**config.mk**
```make
export PLATFORM = sky130hd
export DESIGN_NAME = irq_local_agg
export DESIGN_NICKNAME = d
export VERILOG_FILES = /design/src/rtl/irq_local_agg_pkg.sv /design/src/rtl/irq_local_agg_ctrl.sv /design/src/rtl/irq_local_agg_dp.sv /design/src/rtl/irq_local_agg.sv
export SDC_FILE = /design/constraint.sdc
export NUM_CORES = 1
export LEC_CHECK = 0
export CORE_MARGIN = 2
export CORE_UTILIZATION = 60
export CTS_BUF_LIST = sky130_fd_sc_hd__clkbuf_4
export CTS_CLUSTER_DIAMETER = 60
export CTS_CLUSTER_SIZE = 25
export DETAILED_ROUTE_END_ITERATION = 12
export DONT_BUFFER_PORTS = 1
export GPL_ROUTABILITY_DRIVEN = 0
export PLACE_DENSITY = 0.85
export SLEW_MARGIN = 10
export SYNTH_ARGS = -nofsm -noshare
export SYNTH_HDL_FRONTEND = slang
export SYNTH_HIERARCHICAL = 1
export SYNTH_SLANG_ARGS = --single-unit
```
**constraint.sdc**
```tcl
create_clock -name clk -period 3.2 [get_ports clk]
set_input_delay 0.32 -clock clk [delete_from_list [all_inputs] [get_ports clk]]
set_output_delay 0.32 -clock clk [all_outputs]
set_load 0.03 [all_outputs]
```
**src/rtl/irq_local_agg_pkg.sv**
```systemverilog
package irq_local_agg_pkg;
  localparam int TIMER_LINES = 4;
  localparam int CORE_IDX_W  = 3;   // per-core index field of the address: up to 8 cores
  localparam int PB_MBOX     = 4;
  localparam int PB_PERIPH   = 8;
  localparam int PB_PMU      = 9;

  localparam logic [7:0] OFS_ROUTE_SET = 8'h00;
  localparam logic [7:0] OFS_ROUTE_CLR = 8'h04;
  localparam logic [7:0] OFS_TIMER     = 8'h20;
  localparam logic [7:0] OFS_MBOX      = 8'h40;
  localparam logic [7:0] OFS_PEND      = 8'h60;

  typedef enum logic [2:0] {
    RD_NONE,
    RD_TIMER,
    RD_MBOX,
    RD_ROUTE,
    RD_PEND
  } rd_kind_e;

  typedef struct packed {
    logic                  wrTimer;
    logic                  wrMbox;
    logic                  wrSet;
    logic                  wrClr;
    rd_kind_e              rdKind;
    logic [CORE_IDX_W-1:0] core;
  } agg_strobe_t;
endpackage

```
**src/rtl/irq_local_agg_ctrl.sv**
```systemverilog
module irq_local_agg_ctrl
  import irq_local_agg_pkg::*;
#(
  parameter int NUM_CORES = 4,
  parameter int ADDR_W    = 8
) (
  input  logic [ADDR_W-1:0] busAddr,
  input  logic              busWr,
  output agg_strobe_t       strobe
);
  logic       hiZero;
  logic [1:0] bank;
  logic [CORE_IDX_W-1:0] idx;
  logic       coreOk;
  logic       lowOk;

  always_comb begin
    hiZero = (busAddr >> 7) == '0;
    lowOk  = busAddr[1:0] == 2'b00;
    bank   = busAddr[6:5];
    idx    = busAddr[4:2];
    coreOk = 32'(idx) < NUM_CORES;

    strobe        = '0;
    strobe.rdKind = RD_NONE;
    strobe.core   = idx;

    if (hiZero && lowOk) begin
      unique case (bank)
        2'd0: begin
          if (idx == CORE_IDX_W'(0)) begin
            strobe.wrSet  = busWr;
            strobe.rdKind = RD_ROUTE;
          end else if (idx == CORE_IDX_W'(1)) begin
            strobe.wrClr  = busWr;
            strobe.rdKind = RD_ROUTE;
          end
        end
        2'd1: if (coreOk) begin
          strobe.wrTimer = busWr;
          strobe.rdKind  = RD_TIMER;
        end
        2'd2: if (coreOk) begin
          strobe.wrMbox = busWr;
          strobe.rdKind = RD_MBOX;
        end
        2'd3: if (coreOk) begin
          strobe.rdKind = RD_PEND;     // read-only: write strobe never raised
        end
        default: ;
      endcase
    end
  end
endmodule

```
**src/rtl/irq_local_agg_dp.sv**
```systemverilog
module irq_local_agg_dp
  import irq_local_agg_pkg::*;
#(
  parameter int NUM_CORES = 4,
  parameter int DATA_W    = 32
) (
  input  logic                               clk,
  input  logic                               rstN,
  input  agg_strobe_t                        strobe,
  input  logic [DATA_W-1:0]                  busWdata,
  output logic [DATA_W-1:0]                  busRdata,
  input  logic [TIMER_LINES*NUM_CORES-1:0]   timerIrq,
  input  logic [NUM_CORES-1:0]               mboxPend,
  input  logic                               periphIrq,
  input  logic [NUM_CORES-1:0]               pmuIrq,
  output logic [NUM_CORES-1:0]               coreIrq
);
  logic [NUM_CORES-1:0][TIMER_LINES-1:0] timerEn;
  logic [NUM_CORES-1:0]                  mboxEn;
  logic [NUM_CORES-1:0]                  routeMask;
  logic [NUM_CORES-1:0][DATA_W-1:0]      pendWord;

  always_ff @(posedge clk) begin
    if (!rstN) begin
      timerEn   <= '0;
      mboxEn    <= '0;
      routeMask <= '0;
    end else begin
      for (int c = 0; c < NUM_CORES; c++) begin
        if (strobe.wrTimer && strobe.core == CORE_IDX_W'(c))
          timerEn[c] <= busWdata[TIMER_LINES-1:0];
        if (strobe.wrMbox && strobe.core == CORE_IDX_W'(c))
          mboxEn[c] <= busWdata[0];
      end
      if (strobe.wrSet)
        routeMask <= routeMask | busWdata[NUM_CORES-1:0];
      else if (strobe.wrClr)
        routeMask <= routeMask & ~busWdata[NUM_CORES-1:0];
    end
  end

  for (genvar c = 0; c < NUM_CORES; c++) begin : g_core
    logic periphHere;
    if (c == 0) begin : g_periph
      assign periphHere = periphIrq;
    end else begin : g_noperiph
      assign periphHere = 1'b0;
    end

    always_comb begin
      pendWord[c] = '0;
      pendWord[c][TIMER_LINES-1:0] = timerIrq[c*TIMER_LINES +: TIMER_LINES] & timerEn[c];
      pendWord[c][PB_MBOX]   = mboxPend[c] & mboxEn[c];
      pendWord[c][PB_PERIPH] = periphHere;
      pendWord[c][PB_PMU]    = pmuIrq[c] & routeMask[c];
    end

    assign coreIrq[c] = |pendWord[c];
  end

  always_comb begin
    busRdata = '0;
    unique case (strobe.rdKind)
      RD_ROUTE: busRdata = DATA_W'(routeMask);
      RD_TIMER, RD_MBOX, RD_PEND: begin
        for (int c = 0; c < NUM_CORES; c++) begin
          if (strobe.core == CORE_IDX_W'(c)) begin
            if (strobe.rdKind == RD_TIMER)     busRdata = DATA_W'(timerEn[c]);
            else if (strobe.rdKind == RD_MBOX) busRdata = DATA_W'(mboxEn[c]);
            else                               busRdata = pendWord[c];
          end
        end
      end
      default: busRdata = '0;
    endcase
  end
endmodule

```
**src/rtl/irq_local_agg.sv**
```systemverilog
module irq_local_agg
  import irq_local_agg_pkg::*;
#(
  parameter int NUM_CORES = 4,
  parameter int ADDR_W    = 8,
  parameter int DATA_W    = 32
) (
  input  logic                             clk,
  input  logic                             rstN,
  input  logic [ADDR_W-1:0]                busAddr,
  input  logic                             busWr,
  input  logic [DATA_W-1:0]                busWdata,
  output logic [DATA_W-1:0]                busRdata,
  input  logic [TIMER_LINES*NUM_CORES-1:0] timerIrq,
  input  logic [NUM_CORES-1:0]             mboxPend,
  input  logic                             periphIrq,
  input  logic [NUM_CORES-1:0]             pmuIrq,
  output logic [NUM_CORES-1:0]             coreIrq
);
  agg_strobe_t strobe;

  irq_local_agg_ctrl #(.NUM_CORES(NUM_CORES), .ADDR_W(ADDR_W)) uCtrl (
    .busAddr (busAddr),
    .busWr   (busWr),
    .strobe  (strobe)
  );

  irq_local_agg_dp #(.NUM_CORES(NUM_CORES), .DATA_W(DATA_W)) uDp (
    .clk       (clk),
    .rstN      (rstN),
    .strobe    (strobe),
    .busWdata  (busWdata),
    .busRdata  (busRdata),
    .timerIrq  (timerIrq),
    .mboxPend  (mboxPend),
    .periphIrq (periphIrq),
    .pmuIrq    (pmuIrq),
    .coreIrq   (coreIrq)
  );
endmodule

```
## Word level (Yosys, flattened, before mapping)

Index checks and enable logic that the tools add are counted.

| operators by class | value |
|---|---|
| bitwise logic cells | 15 |
| magnitude comparators | 1 |
| equal/unequal tests | 10 |
| muxes and demuxes | 28 |
| $mul | 0 |
| reductions and logical operators | 19 |
| shift operators | 0 |
| add/sub/neg operators | 0 |
| divide/modulo/power cells | 0 |

Operators with widths:

| kind | number |
|---|---|
| $mux 32 | 8 |
| $pmux 32 s2 | 1 |
| $mux 10 | 4 |
| $and 4x4->4 | 5 |
| $reduce_or 6->1 | 3 |
| $eq 3x2->1 const B | 4 |
| $mux 4 | 3 |
| $pmux 3 s4 | 1 |
| $logic_and 1x1->1 | 9 |
| $and 1x1->1 | 8 |
| $logic_not 8->1 | 1 |
| $mux 7 | 1 |
| $reduce_or 7->1 | 1 |
| $eq 3x1->1 const B | 2 |
| $mux 1 | 6 |
| $mux 3 | 2 |
| $eq 2x2->1 const B | 2 |
| $logic_not 2->1 | 2 |
| $mux 2 | 2 |
| $not 4->4 | 1 |
| $or 4x4->4 | 1 |
| $eq 3x3->1 const B | 1 |
| $logic_not 3->1 | 1 |
| $lt 3x3->1 const B | 1 |
| 3 further kinds | 3 |

| word-level totals | value |
|---|---|
| ROM bits | 0 |
| memories kept | 0 |
| logic and storage cells | 82 |
| memory bits (writable) | 0 |
| bits of input ports | 68 |
| flip-flop bits (word level) | 24 |
| bits in latches | 0 |
| output and inout bits | 36 |

## Depth between registers and ports, before layout

Gate-level depths: netlist (run 1).

| logic depth | value |
|---|---|
| word-level depth | 13 |
| depth in mapped cells | 8 |
| mapped depth without buffers | 7 |

## By module

Netlist (run 1), hierarchy kept.

By module, submodules not included:

| module | sequential area each (um^2) | area each (um^2) | cells each | instances |
|---|---|---|---|---|
| irq_local_agg_dp | 480.5 | 1898.1 | 250 | 1 |
| irq_local_agg_ctrl | 0.0 | 111.4 | 17 | 1 |

## Worst setup path before layout (run 1)

OpenSTA, ideal clock, no wires.

| timing path | value |
|---|---|
| path type | input to output |
| start point | in busAddr[1] |
| end point | out busRdata[0] |
| stages on the path | 6 |
| arrival time | 2812 ps |
| slack | 68 ps |
| required time | 2880 ps |
| cells stage by stage | or4_4 nor3_1 or3b_1 o211ai_1 nor3_1 a211oi_1 |

RTL lines:

| item | line | RTL |
|---|---|---|
| from (decl) | irq_local_agg.sv:10 | `input logic [ADDR_W-1:0] busAddr,` |
| to (decl) | irq_local_agg.sv:13 | `output logic [DATA_W-1:0] busRdata,` |

==> results.tsv, run 1 <==
stage	metric	value	unit
setup_path	worst_ep_arrival_time	2540	ps
sta	fmax	350	MHz
grt	global_router_s_overall_resource_usage	28.9	%
clock_tree	root_driver	sky130_fd_sc_hd__clkbuf_4	
grt	maximum_number_of_pins_on_one_net_before_global_route_repair	25	
grt	grt_pass1_vias	1728	
route	detail_route.wirelength	5340	µm
clock_tree	clockBufferDepth	2	
route	detail_route.first_pass.iterations	5	
sta	setup_total_negative_slack	0	ps
sta	layout_min_cycle_time	2860	ps
finish	mostFrequentLayoutCells	sky130_fd_sc_hd__nand2_1 (30), sky130_fd_sc_hd__conb_1 (25), sky130_fd_sc_hd__nor2b_1 (24), sky130_fd_sc_hd__dfxtp_1 (24), sky130_fd_sc_hd__nand3_1 (17)	
logic_synthesis	synthArstFlopShare	0	%
sta	worst_hold_margin	136	ps
setup_path	worst-r2r-cell-count	2	
hold_path	timing.hold.worst_path_depth	1	
power	power.switching_fraction	25.3	%
route	detailroute.wirelength.met2	2440	µm
route	met3RoutedLength	613	µm
sta	fin_worst_setup_slack	343	ps
sta	timing.clock.skew	0	ps
floorplanning	die_y	61.9	µm
power	power.density	297	nW/µm²
floorplanning	start_util	61.2	%
finish	diodes	0	
logic_synthesis	synth-seq-cells	24	
floorplanning	floorplan.core_area	3280	µm²
power	share_comb_of_total_power	13.4	%
logic_synthesis	synthesis.area_per_instance	7.53	µm²
clock_tree	worstSkewPairLatency	310	ps
clock_tree	cts_resized	0	
route	drt_iter0_markers	287	
logic_synthesis	yosysUniqueCellTypes	46	
power	clockPowerShare	36.4	%
finish	final_net_count	331	
route	wirelength_met1	2060	µm
status	status	finished, final reports clean	
logic_synthesis	post_synth_instance_area	2010	µm²
power	vdd_ir_drop_max	0.279	mV
clock_tree	cts_htree_levels	1	
setup_path	worstSetupPathType	input pin to output pin	
sta	report.final.slew_viol_count	0	
setup_path	crit_required	2880	ps
power	power.switching	151	µW
power	power_frac_seq	50.2	%
clock_tree	clkSlewWorstSetupHoldPaths	130	ps
setup_path	critPathMaxFanout	16	
grt	grt_overflow	0	
route	top_layer_used	met4	
logic_synthesis	synth_seq_area_share	23.9	%
logic_synthesis	yosysWarningCount	6	
route	wire_length_per_cell	17.4	µm
sta	finalSetupViolations	0	
clock_tree	cts_inserted_buffers	3	
floorplanning	count_of_boundary_i_o_pins	104	
clock_tree	tritoncts_clock_tree	yes	
floorplanning	fp.dieArea	3830	µm²
sta	worst-slew-pin-transition	832	ps
setup_path	end_kind	output pin	
finish	fraction_of_layout_instances_using_a_drive_strength_above_1	8.02	%
place	dpl.hpwl	4170	µm
place	placement.setup.worst_slack	408	ps
finish	final_common_cell	sky130_fd_sc_hd__nand2_1	
logic_synthesis	postSynth.topFlopCell	sky130_fd_sc_hd__dfxtp_1	
grt	grt_first_pass_wirelength	8250	µm
floorplanning	die_x	61.9	µm
clock_tree	numClockSinks	24	
floorplanning	std_cell_rows	21	
sta	report.final.hold_viol_count	0	
power	internal_power	445	µW
hold_path	hp-class	input pin to flop	
route	routed_via_density	6.39	
job	maxCapViolations	0	
clock_tree	cts_hold_buf	0	
sta	post-route-period-util	89.3	%
clock_tree	cts_setup_buffers	0	
route	drtAntennaViolNets	0	
power	leakagePower	0.625	nW
finish	area_delta_synth_final	-0.125	%
route	via_count	1969	
grt	initial_antenna_violation_count	0	
setup_path	cp-start-kind	input pin	
place	port_buffers	0	
logic_synthesis	gate_count_after_technology_mapping	267	
route	remaining_drc_errors	0	
sta	max_slew_margin	44.1	%
sta	rsz0062_at_grt	false	
logic_synthesis	synth_edf_count	0	
==> metrics by stage <==
step | total power [mW] | instance area (µm²) | std cells | util (%)
floorplan | 0.414 | 2100 | 291 | -
global placement | 0.383 | 1950 | 304 | 59.5
detailed placement | 0.384 | 1950 | 304 | 59.5
CTS | 0.596 | 2010 | 308 | 61.1
global route | 0.620 | 2010 | 308 | 61.1
finish | 0.596 | 2010 | 308 | 61.1
==> critical path, cell delays in order <==
cell and delay, ps:
sky130_fd_sc_hd__or4_4 560, sky130_fd_sc_hd__nor3_1 190, sky130_fd_sc_hd__buf_4 240, sky130_fd_sc_hd__or3b_1 430, sky130_fd_sc_hd__o2111ai_1 140, sky130_fd_sc_hd__o211ai_1 130, sky130_fd_sc_hd__nor3_1 260, sky130_fd_sc_hd__a211oi_1 90
sky130_fd_sc_hd__buf_4 180
==> cell type report <==
cell class | count | area, µm²
timing repair buffer | 10 | 75.1
clock inverter | 1 | 30.0
clock buffer | 3 | 22.5
fill | 294 | 1280
inverter | 2 | 7.51
sequential | 24 | 480
tap | 46 | 57.6
multi-input combinational | 222 | 1330
==> worst paths after layout <==
kind / from / to / slack [ps]
worst max register to register: uDp/mboxEn[3] / uDp/mboxEn[3] / 2440
worst min register to register: uDp/timerEn[15] / uDp/timerEn[15] / 490
worst max-delay path: busAddr[1] / busRdata[0] / 340
worst min-delay path: rstN / flop / 140
==> logic make-up after synthesis <==
logic type | after synthesis | synth area share (%)
simple gates | 114 | 31.9
compound gates | 71 | 23.8
buf+inv | 45 | 14.2
flops | 24 | 23.9
mux | 12 | 5.98
other cells | 1 | 0.187
==> power groups by stage <==
stage	combinational (mW)	sequential [mW]	clock, mW
after floorplan	0.108	0.306	0
after global placement	0.0773	0.306	0
after detailed placement	0.0782	0.306	0
after CTS	0.0783	0.299	0.218
after global routing	0.0869	0.300	0.233
final	0.0798	0.299	0.217
==> cell usage after synthesis, types with 2 or more instances <==
master | count | area (µm²)
sky130_fd_sc_hd__nand3_1 | 17 | 85.1
sky130_fd_sc_hd__nor3b_2 | 3 | 37.5
sky130_fd_sc_hd__a22oi_1 | 15 | 113
sky130_fd_sc_hd__o21ai_1 | 8 | 40.0
sky130_fd_sc_hd__mux2i_1 | 12 | 120
sky130_fd_sc_hd__nor2_1 | 7 | 26.3
sky130_fd_sc_hd__buf_4 | 28 | 210
sky130_fd_sc_hd__a31oi_1 | 3 | 18.8
sky130_fd_sc_hd__clkbuf_1 | 6 | 22.5
sky130_fd_sc_hd__nand3b_1 | 4 | 30.0
sky130_fd_sc_hd__o211ai_1 | 7 | 52.6
sky130_fd_sc_hd__a21oi_1 | 12 | 60.1
sky130_fd_sc_hd__buf_2 | 8 | 40.0
sky130_fd_sc_hd__o31ai_1 | 2 | 15.0
sky130_fd_sc_hd__dfxtp_1 | 24 | 480
sky130_fd_sc_hd__nand4_1 | 3 | 18.8
sky130_fd_sc_hd__a21boi_1 | 6 | 45.0
sky130_fd_sc_hd__inv_1 | 2 | 7.51
sky130_fd_sc_hd__a21boi_0 | 3 | 22.5
sky130_fd_sc_hd__nor2b_1 | 24 | 150
sky130_fd_sc_hd__o21ai_0 | 7 | 35.0
sky130_fd_sc_hd__nand2_1 | 30 | 113
sky130_fd_sc_hd__and2_1 | 3 | 18.8
sky130_fd_sc_hd__nor3_1 | 9 | 45.0
sky130_fd_sc_hd__nand2b_1 | 3 | 18.8
==> metal layers <==
layer  track usage [%]  up-vias
li1                  -      907
met1              38.0      897
met2              44.4      141
met3              7.66       24
met4              13.4        0
met5                 0        -
Power figures use the tool's default switching activity.
==> run 2: changes to the inputs <==
- GPL_TIMING_DRIVEN: not set -> 0
- PLACE_DENSITY: 0.85 -> 0.73
- SKIP_LAST_GASP: not set -> 1
==> results.tsv, run 2 (same netlist as run 1, synthesis figures left out) <==
stage	metric	value	unit	change
status	status	finished, final reports clean		
sta	report.final.hold_viol_count	0		unchanged
route	routed_via_density	5.70		-11%
sta	fmax	331	MHz	-5.4%
setup_path	list_of_cells_traversed_by_the_critical_path	or4_4, nor3_1, buf_2, nor3b_2, o2111ai_1, o211ai_1, nor3_1, a211oi_2		
clock_tree	clockBufferDepth	2		unchanged
finish	area_delta_synth_final	9.78	%	
grt	grt_pass1_vias	1689		-2.3%
setup_path	critPathMaxFanout	10		-6
clock_tree	cts_htree_levels	1		unchanged
grt	grt_overflow	0		unchanged
hold_path	hp-class	input pin to flop		
sta	fin_worst_setup_slack	179	ps	-164 ps
route	remaining_drc_errors	0		unchanged
sta	timing.clock.skew	0	ps	unchanged
floorplanning	start_util	61.2	%	unchanged
setup_path	worst_ep_arrival_time	2700	ps	+160 ps
clock_tree	numClockSinks	24		unchanged
route	detail_route.first_pass.iterations	4		-1
clock_tree	root_driver	sky130_fd_sc_hd__clkbuf_4		
grt	grt_first_pass_wirelength	8300	µm	+0.58%
setup_path	critPathMostFrequentCell	sky130_fd_sc_hd__nor3_1		
sta	report.final.slew_viol_count	0		unchanged
power	power.density	249	nW/µm²	-16%
floorplanning	fp.dieArea	3830	µm²	unchanged
setup_path	end_kind	output pin		
setup_path	rrSetupSlack	2460	ps	+20 ps
floorplanning	die_y	61.9	µm	unchanged
power	total_power	550	µW	-7.8%
sta	finalSetupViolations	0		unchanged
floorplanning	floorplan.core_area	3280	µm²	unchanged
finish	fraction_of_layout_instances_using_a_drive_strength_above_1	17.6	%	+9.6 points
setup_path	worst-r2r-cell-count	2		unchanged
route	via_count	1945		-1.2%
clock_tree	tritoncts_clock_tree	yes		
place	dpl.hpwl	4470	µm	+7.4%
hold_path	timing.hold.worst_path_depth	2		+1
place	port_buffers	0		unchanged
finish	mostFrequentLayoutCells	sky130_fd_sc_hd__nand2_1 (30), sky130_fd_sc_hd__buf_4 (28), sky130_fd_sc_hd__conb_1 (25)		
power	leakagePower	0.768	nW	+23%
route	drtAntennaViolNets	0		unchanged
grt	maximum_number_of_pins_on_one_net_before_global_route_repair	14		-44%
sta	max_slew_margin	36.2	%	-7.9 points
sta	rsz0062_at_grt	false		
floorplanning	count_of_boundary_i_o_pins	104		unchanged
sta	layout_min_cycle_time	3020	ps	+164 ps
setup_path	crit_required	2880	ps	about the same
clock_tree	cts_inserted_buffers	3		unchanged
setup_path	cp_num_buf_inv	1		-1
power	vdd_ir_drop_max	0.270	mV	-3.5%
setup_path	worstSetupPathType	input pin to output pin		
clock_tree	clkSlewWorstSetupHoldPaths	120	ps	about the same
setup_path	max_stage_delay	560	ps	about the same
route	wire_length_per_cell	16.3	µm	-6.3%
floorplanning	std_cell_rows	21		unchanged
setup_path	critical_path_depth	8		-1
setup_path	cp-start-kind	input pin		
sta	worst-slew-pin-transition	949	ps	+117 ps
setup_path	path_delay_family	simple AND/OR/NAND/NOR gates		
grt	initial_antenna_violation_count	0		unchanged
finish	final_net_count	364		+10%
place	placement.setup.worst_slack	-308	ps	-715 ps
grt	global_router_s_overall_resource_usage	29.7	%	+0.72 points
setup_path	slowest_cell_on_the_critical_path	sky130_fd_sc_hd__or4_4		
sta	post-route-period-util	94.4	%	+5.1 points
sta	setup_total_negative_slack	0	ps	unchanged
finish	diodes	0		unchanged
route	detail_route.wirelength	5540	µm	+3.7%
clock_tree	worstSkewPairLatency	300	ps	about the same
route	drt_iter0_markers	146		-49%
floorplanning	die_x	61.9	µm	unchanged
job	maxCapViolations	0		unchanged
clock_tree	cts_hold_buf	0		unchanged
sta	worst_hold_margin	155	ps	+18.9 ps
finish	final_common_cell	sky130_fd_sc_hd__nand2_1		
## run 2: area by class of cell
class	instances	area, µm²
Clock buffer	3	22.5
Fill cell	315	1080
Tap cell	46	57.6
Buffer	43	278
Sequential cell	24	480
Multi-Input combinational cell	222	1360
Inverter	2	7.51
Clock inverter	1	3.75
## run 2: timing repair
item / 4_1_cts / 5_1_grt
buffers inserted: 0 / 0
endpoints found under the setup margin: 4 / 3
pin swaps: 0 / 1
gates resized for setup: 3 / 2
cloned: 0 / 0
## run 2: path summary, 6_finish.rpt
| kind | from | endpoint |
|---|---|---|
| worst min register to register | uDp/timerEn[15] | uDp/timerEn[15] |
| worst max-delay path | busAddr[1] | busRdata[0] |
| worst min-delay path | busWdata[2] | uDp/timerEn[14] |
| worst max register to register | flop | flop |
## run 2: stage by stage
stage               util, %  instances  area, µm²
finish                 67.2        341       2210
global route           67.2        341       2210
CTS                    66.9        341       2200
detailed placement     65.7        337       2160
global placement       65.7        337       2160
floorplan                 -        291       2100
## run 2: metal layers
layer	vias to the layer above	GRT usage (%)	wire length (µm)
met5	-	0	0
met4	0	8.81	123
met3	12	4.97	576
met2	91	48.0	2620
met1	863	40.7	2230
li1	979	-	-
## run 2: worst register-to-register path, cell delays in order, from the launching register on
cell and delay (ps):
sky130_fd_sc_hd__dfxtp_1 460, sky130_fd_sc_hd__a22oi_1 100, sky130_fd_sc_hd__nor2b_1 130
## run 2: where the power goes
group / internal (mW) / switching [mW] / total [mW]
Combinational: 0.0441 / 0.0789 / 0.123
Sequential: 0.299 / 0.000279 / 0.299
Clock: 0.0454 / 0.0820 / 0.127
